==> config.mk <==
export PLATFORM = sky130hd
export DESIGN_NAME = eoi_ack_tracker
export DESIGN_NICKNAME = d
export VERILOG_FILES = /design/src/rtl/eat_pkg.sv /design/src/rtl/eat_gate.sv /design/src/rtl/eat_eoi.sv /design/src/rtl/eat_restore.sv /design/src/rtl/eoi_ack_tracker.sv
export SDC_FILE = /design/constraint.sdc
export NUM_CORES = 1
export LEC_CHECK = 0
export BUFFER_PORTS_ARGS = -buffer_cell sky130_fd_sc_hd__buf_2
export CORE_ASPECT_RATIO = 1.25
export CORE_MARGIN = 1
export CORE_UTILIZATION = 54
export CTS_CLUSTER_SIZE = 10
export DETAILED_ROUTE_END_ITERATION = 12
export GPL_ROUTABILITY_DRIVEN = 1
export GPL_TIMING_DRIVEN = 0
export PLACE_DENSITY_LB_ADDON = 0.05
export SLEW_MARGIN = 20
export SYNTH_ARGS = -nofsm -noshare
export SYNTH_HDL_FRONTEND = slang
export SYNTH_SLANG_ARGS = --single-unit
==> constraint.sdc <==
create_clock -name clk -period 5.8 [get_ports clk]
set_clock_uncertainty 0.15 [all_clocks]
set_input_delay 0.87 -clock clk [delete_from_list [all_inputs] [get_ports clk]]
set_output_delay 0.87 -clock clk [all_outputs]
set_load 0.01 [all_outputs]
==> src/rtl/eat_pkg.sv <==
package eat_pkg;

  // operation selected for the current edge, highest precedence first
  typedef enum logic [2:0] {
    OP_IDLE    = 3'd0,
    OP_CLEAR   = 3'd1,
    OP_RESTORE = 3'd2,
    OP_DELIVER = 3'd3,
    OP_EOI     = 3'd4
  } eat_op_e;

  localparam int unsigned MAX_DEST = 64;

  // population count of a zero-extended destination vector
  function automatic logic [6:0] pop64(input logic [MAX_DEST-1:0] v);
    logic [6:0] acc;
    acc = '0;
    for (int i = 0; i < MAX_DEST; i++) acc = acc + 7'(v[i]);
    return acc;
  endfunction

  // counter width for n destinations: ceil(log2(n+1))
  function automatic int unsigned cnt_width(input int unsigned n);
    int unsigned w;
    w = 1;
    while ((1 << w) < (n + 1)) w++;
    return w;
  endfunction

endpackage

==> src/rtl/eat_gate.sv <==
module eat_gate #(
  parameter int unsigned CNT_W = 4
) (
  input  logic             assert_req,
  input  logic [CNT_W-1:0] pend_count,
  output logic             busy,
  output logic             fire,
  output logic             drop
);
  always_comb begin
    busy = (pend_count != '0);
    fire = assert_req & ~busy;
    drop = assert_req & busy;
  end
endmodule

==> src/rtl/eat_eoi.sv <==
module eat_eoi #(
  parameter int unsigned N_DEST = 8,
  parameter int unsigned IDX_W  = 3
) (
  input  logic              eoi_valid,
  input  logic [IDX_W-1:0]  eoi_dest,
  input  logic [N_DEST-1:0] pend_map,
  output logic              hit,
  output logic [N_DEST-1:0] hit_mask
);
  logic [N_DEST-1:0] onehot;

  generate
    for (genvar g = 0; g < N_DEST; g++) begin : g_dec
      assign onehot[g] = (32'(eoi_dest) == g);
    end
  endgenerate

  always_comb begin
    hit_mask = eoi_valid ? (onehot & pend_map) : '0;
    hit      = |hit_mask;
  end
endmodule

==> src/rtl/eat_restore.sv <==
module eat_restore #(
  parameter int unsigned N_DEST = 8
) (
  input  logic [N_DEST-1:0] pend_map,
  input  logic [N_DEST-1:0] match,
  input  logic [N_DEST-1:0] pending,
  output logic [N_DEST-1:0] set_mask,
  output logic [N_DEST-1:0] clr_mask,
  output logic [N_DEST-1:0] new_map
);
  always_comb begin
    set_mask = match &  pending & ~pend_map;
    clr_mask = match & ~pending &  pend_map;
    new_map  = (pend_map | set_mask) & ~clr_mask;
  end
endmodule

==> src/rtl/eoi_ack_tracker.sv <==
module eoi_ack_tracker #(
  parameter int unsigned N_DEST = 8,
  parameter int unsigned IDX_W  = (N_DEST > 1) ? $clog2(N_DEST) : 1,
  parameter int unsigned CNT_W  = eat_pkg::cnt_width(N_DEST)
) (
  input  logic              clk,
  input  logic              rst_n,
  input  logic              track_clear,
  input  logic              assert_req,
  input  logic [N_DEST-1:0] accept_map,
  input  logic              eoi_valid,
  input  logic [IDX_W-1:0]  eoi_dest,
  input  logic              restore_valid,
  input  logic [N_DEST-1:0] restore_match,
  input  logic [N_DEST-1:0] restore_pending,
  output logic              coalesced,
  output logic              deliver_fire,
  output logic              assert_dropped,
  output logic [N_DEST-1:0] pend_map,
  output logic [CNT_W-1:0]  pend_count,
  output logic              underflow_err
);
  import eat_pkg::*;

  localparam int unsigned WIDE = CNT_W + 1;

  // internal events, named for the assertions
  logic              eoi_hit;
  logic [N_DEST-1:0] eoi_mask;
  logic [N_DEST-1:0] rs_set, rs_clr, rs_map;
  eat_op_e           op;
  logic [CNT_W-1:0]  cnt_nxt;
  logic [N_DEST-1:0] map_nxt;
  logic              underflow_evt;

  eat_gate #(.CNT_W(CNT_W)) u_gate (
    .assert_req (assert_req),
    .pend_count (pend_count),
    .busy       (coalesced),
    .fire       (deliver_fire),
    .drop       (assert_dropped)
  );

  eat_eoi #(.N_DEST(N_DEST), .IDX_W(IDX_W)) u_eoi (
    .eoi_valid (eoi_valid),
    .eoi_dest  (eoi_dest),
    .pend_map  (pend_map),
    .hit       (eoi_hit),
    .hit_mask  (eoi_mask)
  );

  eat_restore #(.N_DEST(N_DEST)) u_restore (
    .pend_map (pend_map),
    .match    (restore_match),
    .pending  (restore_pending),
    .set_mask (rs_set),
    .clr_mask (rs_clr),
    .new_map  (rs_map)
  );

  // precedence: clear, restore, then delivery or EOI (mutually exclusive in effect)
  always_comb begin
    if (track_clear)        op = OP_CLEAR;
    else if (restore_valid) op = OP_RESTORE;
    else if (deliver_fire)  op = OP_DELIVER;
    else if (eoi_hit)       op = OP_EOI;
    else                    op = OP_IDLE;
  end

  always_comb begin
    logic [WIDE-1:0] up, down;
    up            = '0;
    down          = '0;
    cnt_nxt       = pend_count;
    map_nxt       = pend_map;
    underflow_evt = 1'b0;
    unique case (op)
      OP_CLEAR: begin
        cnt_nxt = '0;
        map_nxt = '0;
      end
      OP_RESTORE: begin
        up   = WIDE'(pend_count) + WIDE'(pop64(MAX_DEST'(rs_set)));
        down = WIDE'(pop64(MAX_DEST'(rs_clr)));
        if (down > up) begin
          underflow_evt = 1'b1;
          cnt_nxt       = '0;
        end else begin
          cnt_nxt = CNT_W'(up - down);
        end
        map_nxt = rs_map;
      end
      OP_DELIVER: begin
        cnt_nxt = CNT_W'(pop64(MAX_DEST'(accept_map)));
        map_nxt = accept_map;
      end
      OP_EOI: begin
        if (pend_count == '0) underflow_evt = 1'b1;
        else                  cnt_nxt = pend_count - 1'b1;
        map_nxt = pend_map & ~eoi_mask;
      end
      default: ;
    endcase
  end

  always_ff @(posedge clk or negedge rst_n) begin
    if (!rst_n) begin
      pend_count    <= '0;
      pend_map      <= '0;
      underflow_err <= 1'b0;
    end else begin
      pend_count <= cnt_nxt;
      pend_map   <= map_nxt;
      if (underflow_evt) underflow_err <= 1'b1;
    end
  end

  // ---------------- assertions ----------------
  assert_count_is_population_R9: assert property (@(posedge clk) disable iff (!rst_n)
    32'(pend_count) == $countones(pend_map));

  assert_no_underflow_R9: assert property (@(posedge clk) disable iff (!rst_n)
    !underflow_evt);

  assert_err_sticky_R9: assert property (@(posedge clk) disable iff (!rst_n)
    underflow_err |=> underflow_err);

  assert_clear_empties_R1: assert property (@(posedge clk) disable iff (!rst_n)
    track_clear |=> (pend_count == '0) && (pend_map == '0));

  assert_fire_loads_map_R3: assert property (@(posedge clk) disable iff (!rst_n)
    (deliver_fire && !track_clear && !restore_valid) |=> pend_map == $past(accept_map));

  assert_fire_only_when_empty_R2: assert property (@(posedge clk) disable iff (!rst_n)
    deliver_fire |-> (pend_map == '0));

  assert_drop_holds_R4: assert property (@(posedge clk) disable iff (!rst_n)
    (assert_dropped && !track_clear && !restore_valid && !eoi_valid)
      |=> $stable(pend_map) && $stable(pend_count));

  assert_eoi_hit_dec_R5: assert property (@(posedge clk) disable iff (!rst_n)
    (eoi_hit && !track_clear && !restore_valid)
      |=> pend_count == $past(pend_count) - 1'b1);

  assert_eoi_miss_holds_R6: assert property (@(posedge clk) disable iff (!rst_n)
    (eoi_valid && !eoi_hit && !track_clear && !restore_valid && !deliver_fire)
      |=> $stable(pend_map) && $stable(pend_count));

  assert_restore_aligns_R7: assert property (@(posedge clk) disable iff (!rst_n)
    (restore_valid && !track_clear)
      |=> (pend_map & $past(restore_match)) == ($past(restore_pending) & $past(restore_match)));

endmodule

# Yosys cells after proc, flatten, opt, wreduce, memory -nomap -nowiden
# Cells that the tools add are included.
op_classes:
  n_addsub: 24
  n_lt_le_gt_ge: 1
  n_eq_ne: 12
  muxes: 12
  bitwise: 15
  reduce_logical: 6
op_table:
  columns: ["operator", "n"]
  rows:
  - ["$and 8x8->8", 7]
  - ["$not 8->8", 4]
  - ["$pmux 8 s4", 1]
  - ["$add 5x1->5", 6]
  - ["$add 4x1->4", 4]
  - ["$pmux 4 s4", 1]
  - ["$eq 3x3->1 const B", 5]
  - ["$add 3x1->4", 3]
  - ["$eq 3x2->1 const B", 4]
  - ["$mux 3", 4]
  - ["$add 4x1->5", 2]
  - ["$add 2x1->3", 3]
  - ["$mux 4", 2]
  - ["$mux 8", 1]
  - ["$or 8x8->8", 1]
  - ["$reduce_bool 4->1", 2]
  - ["$reduce_or 8->1", 1]
  - ["$add 1x1->2", 3]
  - ["$eq 3x1->1 const B", 2]
  - ["$add 4x5->5", 1]
  - ["$gt 5x5->1", 1]
  - ["$logic_not 4->1", 1]
  - ["$sub 4x1->4 const B", 1]
  - ["$sub 4x4->4", 1]
  - ["other kinds (7)", 9]
word_totals:
  ff_bits: 13
  in_bits: 33
  out_inout_bits: 16
  wordCells: 73

# Longest topological paths before layout
logic_depth:
  ltp_word: 13
  depth_mapped: 18
  mapped_depth_nobuf: 18

# By module
# Synthesis repeated with hierarchy kept, for this count alone.
unflattened:
  hier_cells: 226
  hier_area_um2: 2040.7
by_module_without_submodules:
  columns: ["mod", "instances", "cells_per_inst", "area_each_um2", "seq_area_each_um2"]
  rows:
  - ["eoi_ack_tracker", 1, 175, 1557.7, 325.3]
  - ["eat_restore", 1, 24, 280.3, 0.0]
  - ["eat_eoi", 1, 23, 173.9, 0.0]
  - ["eat_gate", 1, 4, 28.8, 0.0]

# Worst setup path after synthesis
# Ideal clock, no wire load.
synth_path:
  path_type: "input port to flip-flop"
  startpoint: "in restore_match[1]"
  endpoint: "reg pend_count[3]"
  setup_ns: 0.122
  t_arrival_ns: 4.569
  required_time_ns: 5.528
  path_slack_ns: 0.959
  stages: 16
  n_path_buf: 0
  path_cell_list: "nand2_1 -> nor2_1 -> fa_1 -> inv_1 -> fa_1 -> fa_1 -> fa_1 -> inv_1 -> fa_1 -> inv_1 -> ha_1 -> a21o_1 -> a21oi_1 -> xor2_1 -> o221ai_2 -> a32o_1"
synth_between:
  elab_chain_len: 13
  word_cells_on_any_way: 23
  classes_between: "add/sub (16); order compare (1); mux (2); bitwise (4)"
synth_lines:
  columns: ["item", "line", "text"]
  rows:
  - ["start, declared", "eoi_ack_tracker.sv:14", "input logic [N_DEST-1:0] restore_match,"]
  - ["$and 8x8->8 (2 in series)", "eat_restore.sv:12", "set_mask = match & pending & ~pend_map;"]
  - ["$add 1x1->2", "eat_pkg.sv:18", "for (int i = 0; i < MAX_DEST; i++) acc = acc + 7'(v[i]);"]
  - ["$add 2x1->3", "eat_pkg.sv:18", null]
  - ["$add 3x1->4", "eat_pkg.sv:18", null]
  - ["$add 4x1->5", "eat_pkg.sv:18", null]
  - ["$add 5x1->5 (3 in series)", "eat_pkg.sv:18", null]
  - ["$add 4x5->5", "eoi_ack_tracker.sv:83", "up = WIDE'(pend_count) + WIDE'(pop64(MAX_DEST'(rs_set)));"]
  - ["$sub 4x4->4 / $gt 5x5->1 (equally long branches)", "eoi_ack_tracker.sv:89, eoi_ack_tracker.sv:85", null]
  - ["$mux 4 (*)", "eoi_ack_tracker.sv:85", "if (down > up) begin"]
  - ["$pmux 4 s4 (*)", "eoi_ack_tracker.sv:77", "unique case (op)"]
  - ["end signal, assigned", "eoi_ack_tracker.sv:112", "pend_count <= cnt_nxt;"]
  - ["end, declared", "eoi_ack_tracker.sv:20", "output logic [CNT_W-1:0] pend_count,"]
# Mark *: on every way between the ends. The rest lies on a longest branch, timed or not.
# A chain may end at the register's enable or synchronous reset.

# Final worst setup path
layout_path:
  startpoint: "in restore_pending[1]"
  endpoint: "reg pend_count[0]"
layout_between:
  elab_chain_len: 13
  word_cells_on_any_way: 24
  classes_between: "add/sub (16); order compare (1); mux (2); bitwise (5)"
layout_lines:
  columns: ["item", "line", "text"]
  rows:
  - ["start, declared", "eoi_ack_tracker.sv:15", "input logic [N_DEST-1:0] restore_pending,"]
  - ["$and 8x8->8 / $not 8->8 (equally long branches)", "eat_restore.sv:12, eat_restore.sv:13", null]
  - ["$and 8x8->8, on equally long branches", "eat_restore.sv:12, eat_restore.sv:13", null]
  - ["$add 1x1->2 / $and 8x8->8 (equally long branches)", "eat_pkg.sv:18, eat_restore.sv:13", null]
  - ["$add 2x1->3 / $add 1x1->2 (equally long branches)", "eat_pkg.sv:18", null]
  - ["$add 3x1->4 / $add 2x1->3 (equally long branches)", "eat_pkg.sv:18", null]
  - ["$add 4x1->5 / $add 3x1->4 (equally long branches)", "eat_pkg.sv:18", null]
  - ["$add 5x1->5 / $add 4x1->5 (equally long branches)", "eat_pkg.sv:18", null]
  - ["$add 5x1->5 (2 in series)", "eat_pkg.sv:18", null]
  - ["$add 4x5->5 / $add 5x1->5 (equally long branches)", "eoi_ack_tracker.sv:83, eat_pkg.sv:18", null]
  - ["$sub 4x4->4 / $gt 5x5->1 (equally long branches)", "eoi_ack_tracker.sv:89, eoi_ack_tracker.sv:85", null]
  - ["$mux 4 (*)", "eoi_ack_tracker.sv:85", null]
  - ["$pmux 4 s4 (*)", "eoi_ack_tracker.sv:77", null]
# Marked as above.

==> metrics.yaml <==
grt:
  antenna_found_initial: 0
  grt_pass1_wl_um: 6350
  grt_pass1_vias: 1436
  gr-usage-all-layers_pct: 24.0
  grt_max_degree: 14
  grt-ovfl-total: 0
critical_path:
  cp_common_cell: "fa_1"
  r2r-start: "pend_map[1]"
  path_max_fanout: 4
  path_class: "in -> reg"
  required_ns: 5.84
  cpMaxStageDelayCell: "fa_1"
  arrival_ns: 4.98
  critPathBufInv: 3
  max_stage_delay_ns: 0.51
  cp-start-kind: "input pin"
  cp-end-kind: "register"
  r2r_slack_ns: 1.07
  cp_cell_sequence: "buf_2 -> nor3b_1 -> fa_1 -> inv_1 -> fa_1 -> fa_1 -> inv_1 -> ha_1 -> fa_1 -> xor2_1 -> ha_1 -> o21ai_0 -> a21oi_1 -> o221ai_1 -> nand2b_1 -> o221ai_1 -> a22o_1"
  cpLargestDelayFamily: "adder cells"
  reg2reg_depth: 17
  r2r_end: "pend_count[0]"
clocking:
  path_clk_slew_ns: 0.05
  worstSkewPairLatency_ns: 0.25
  ctsHoldBuffers: 0
  htreeDepth: 1
  cts_tree: "built"
  cts_inserted_buffers: 3
  cts_buffer_depth: 2
  cts_post_setup_buffers_inserted: 0
  cts_root_buf: "clkbuf_8"
  cts.sinks: 13
  cts_resized: 0
detailed_routing:
  wire_per_inst_um: 14.7
  vias_per_cell: 5.70
  drt_iter0_markers: 34
  first_pass_iters: 4
  antenna_left: 0
  drc_errors: 0
  dr_total_vias: 1658
  drt-total-wl_um: 4260
floorplanning:
  core_mm2: 0.00328
  pin_count: 49
  fp.dieH_um: 68.1
  dieArea_mm2: 0.00374
  initial_core_util_pct: 57.6
  die_width_um: 54.9
  rows: 23
status:
  status: "completed"
finish:
  area.growth.synth_to_final_pct: 17.0
  fin_util_pct: 67.4
  fin_cells: 291
  final_cell_mix: "buf_2 (46), inv_1 (30), ha_1 (20), nand2_1 (16), fa_1 (14)"
  drive_above_1_share_pct: 24.8
  layout_commonest_cell: "buf_2"
  num-nets-final: 322
  antennaDiodeCount: 0
timing:
  relSlewSlack_pct: 61.3
  rsz0062_at_grt: "no"
  tns_ns: 0
  fin_ws_ns: 0.861
  hold_viol: 0
  setup-violations-final: 0
  slew_viol_final: 0
  period_needed_ns: 4.94
  post-route-period-util_pct: 85.2
  worst_pin_slew_ns: 0.579
  fmax_mhz: 202
synth:
  syn-cell-area_mm2: 0.00189
  synthCells: 204
  yosysTopAreaCell: "dfrtp_1"
  yosysWarnings: 0
  synth_area_leaders: "dfrtp_1 (17%), fa_1 (15%), ha_1 (13%)"
  synth.distinct_cells: 45
  netlist.area_leader.share_pct: 17.2
  synth_ff_type: "dfrtp_1"
  ys_ff_latch: 13
  synth-edff-count: 0
  synth_seq_area_share_pct: 17.2
  synth-async-reset-ratio_pct: 100
  syn-num-nets: 271
  syn_avg_cell_area_um2: 9.26
power:
  peakVddDrop_v: 0.000417
  leakage_uw: 0.00114
  powerDensity_mw_per_mm2: 374
hold_path:
  hold_depth: 2
  min-delay-start: "underflow_err"
  min_path_type: "reg -> reg"
  holdPathEnd: "underflow_err"
place:
  port_buffers: 46
  hpwl_um: 3600
  dp_slack_ns: 0.595
  place_congestion: 0.828
  dpl.cell_count: 287
flow_run:
  maxCapViolCount: 0
==> flip-flops by register name (all words and copies together), names as in the netlist <==
register and count:
pend_count 4, pend_map 8, underflow_err 1
==> how the worst max path moves through the flow <==
| stage | start | end | slack (ns) | depth (start not counted) |
|---|---|---|---|---|
| floorplan | restore_match[1] | pend_count[3] | 0.96 | 16 |
| global placement | restore_match[1] | pend_count[3] | 0.58 | 17 |
| detailed placement | restore_match[1] | pend_count[3] | 0.59 | 17 |
| CTS | restore_match[1] | pend_count[3] | 0.85 | 17 |
| global route | restore_pending[1] | pend_count[1] | 0.57 | 17 |
| finish | restore_pending[1] | pend_count[0] | 0.86 | 17 |
==> worst register-to-register path, stage by stage (launching register included) <==
cell and delay [ns]:
dfrtp_1 0.39, inv_1 0.10, nor3b_1 0.35, fa_1 0.47, inv_1 0.09, fa_1 0.42
fa_1 0.51, inv_1 0.04, ha_1 0.20, fa_1 0.38, xor2_1 0.23, ha_1 0.32
o21ai_0 0.17, a21oi_1 0.07, o221ai_1 0.26, nand2b_1 0.17, o221ai_1 0.21, a22o_1 0.15
==> Yosys cell counts, types with 2 or more instances <==
master / number
xor2_1: 4
o221ai_2: 2
o311ai_0: 3
a21oi_2: 2
nand2b_2: 2
and3b_1: 3
o221ai_1: 2
mux2i_1: 8
a21oi_1: 7
a22o_1: 2
or3b_1: 2
o22ai_1: 2
nor3_1: 2
nand2b_1: 4
nor2_1: 12
fa_1: 14
o311a_1: 2
a21o_1: 3
nand2_1: 16
nand3_1: 4
inv_1: 30
o21a_1: 2
dfrtp_1: 13
nand3b_1: 10
xnor2_1: 3
ha_1: 20
o21ai_0: 3
nor2b_1: 2
o211ai_1: 9
==> per-stage QoR <==
| stage | total power, µW | hold slack, ns | instance area [µm²] |
|---|---|---|---|
| global route | 924 | 0.368 | 2210 |
| CTS | 832 | 0.338 | 2210 |
| finish | 826 | 0.328 | 2210 |
| global placement | 739 | 0.307 | 2160 |
| detailed placement | 745 | 0.326 | 2160 |
| floorplan | 580 | 0.362 | 1890 |
==> metal layers <==
layer | vias to the layer above | global-route usage (%) | part of all wire, %
met1 | 789 | 33.3 | 47
met2 | 33 | 37.5 | 48
met3 | 5 | 1.56 | 2.7
met4 | 0 | 10.6 | 1.7
met5 | - | 0 | 0
li1 | 831 | - | -
==> kinds of logic (layout without fill, tap and decap cells) <==
group / Yosys count / in the layout / synth area share (%)
AND/OR/NAND/NOR: 61 / 61 / 18.5
AO/OA/AOI/OAI: 48 / 48 / 21.5
adder cells (fa/ha/maj): 34 / 34 / 28.1
buffers and inverters: 33 / 83 / 7.16
flip-flops: 13 / 13 / 17.2
multiplexers: 8 / 8 / 4.24
XOR/XNOR: 7 / 7 / 3.25
==> final cells by class <==
class                      count  area [µm²]
sequential                    13         325
inverter                      30         113
timing repair buffer          46         230
tap                           37        46.3
multi-input combinational    158        1430
clock buffer                   4        45.0
buffer                         3        22.5
fill                         297        1070
==> where the power goes <==
part           switching [µW]  total, µW  internal [µW]
Sequential               37.3        151            114
Combinational             332        593            262
Clock                    33.3       81.9           48.6
Total                     402        826            424
No activity file was read; power rests on OpenSTA's default activity.
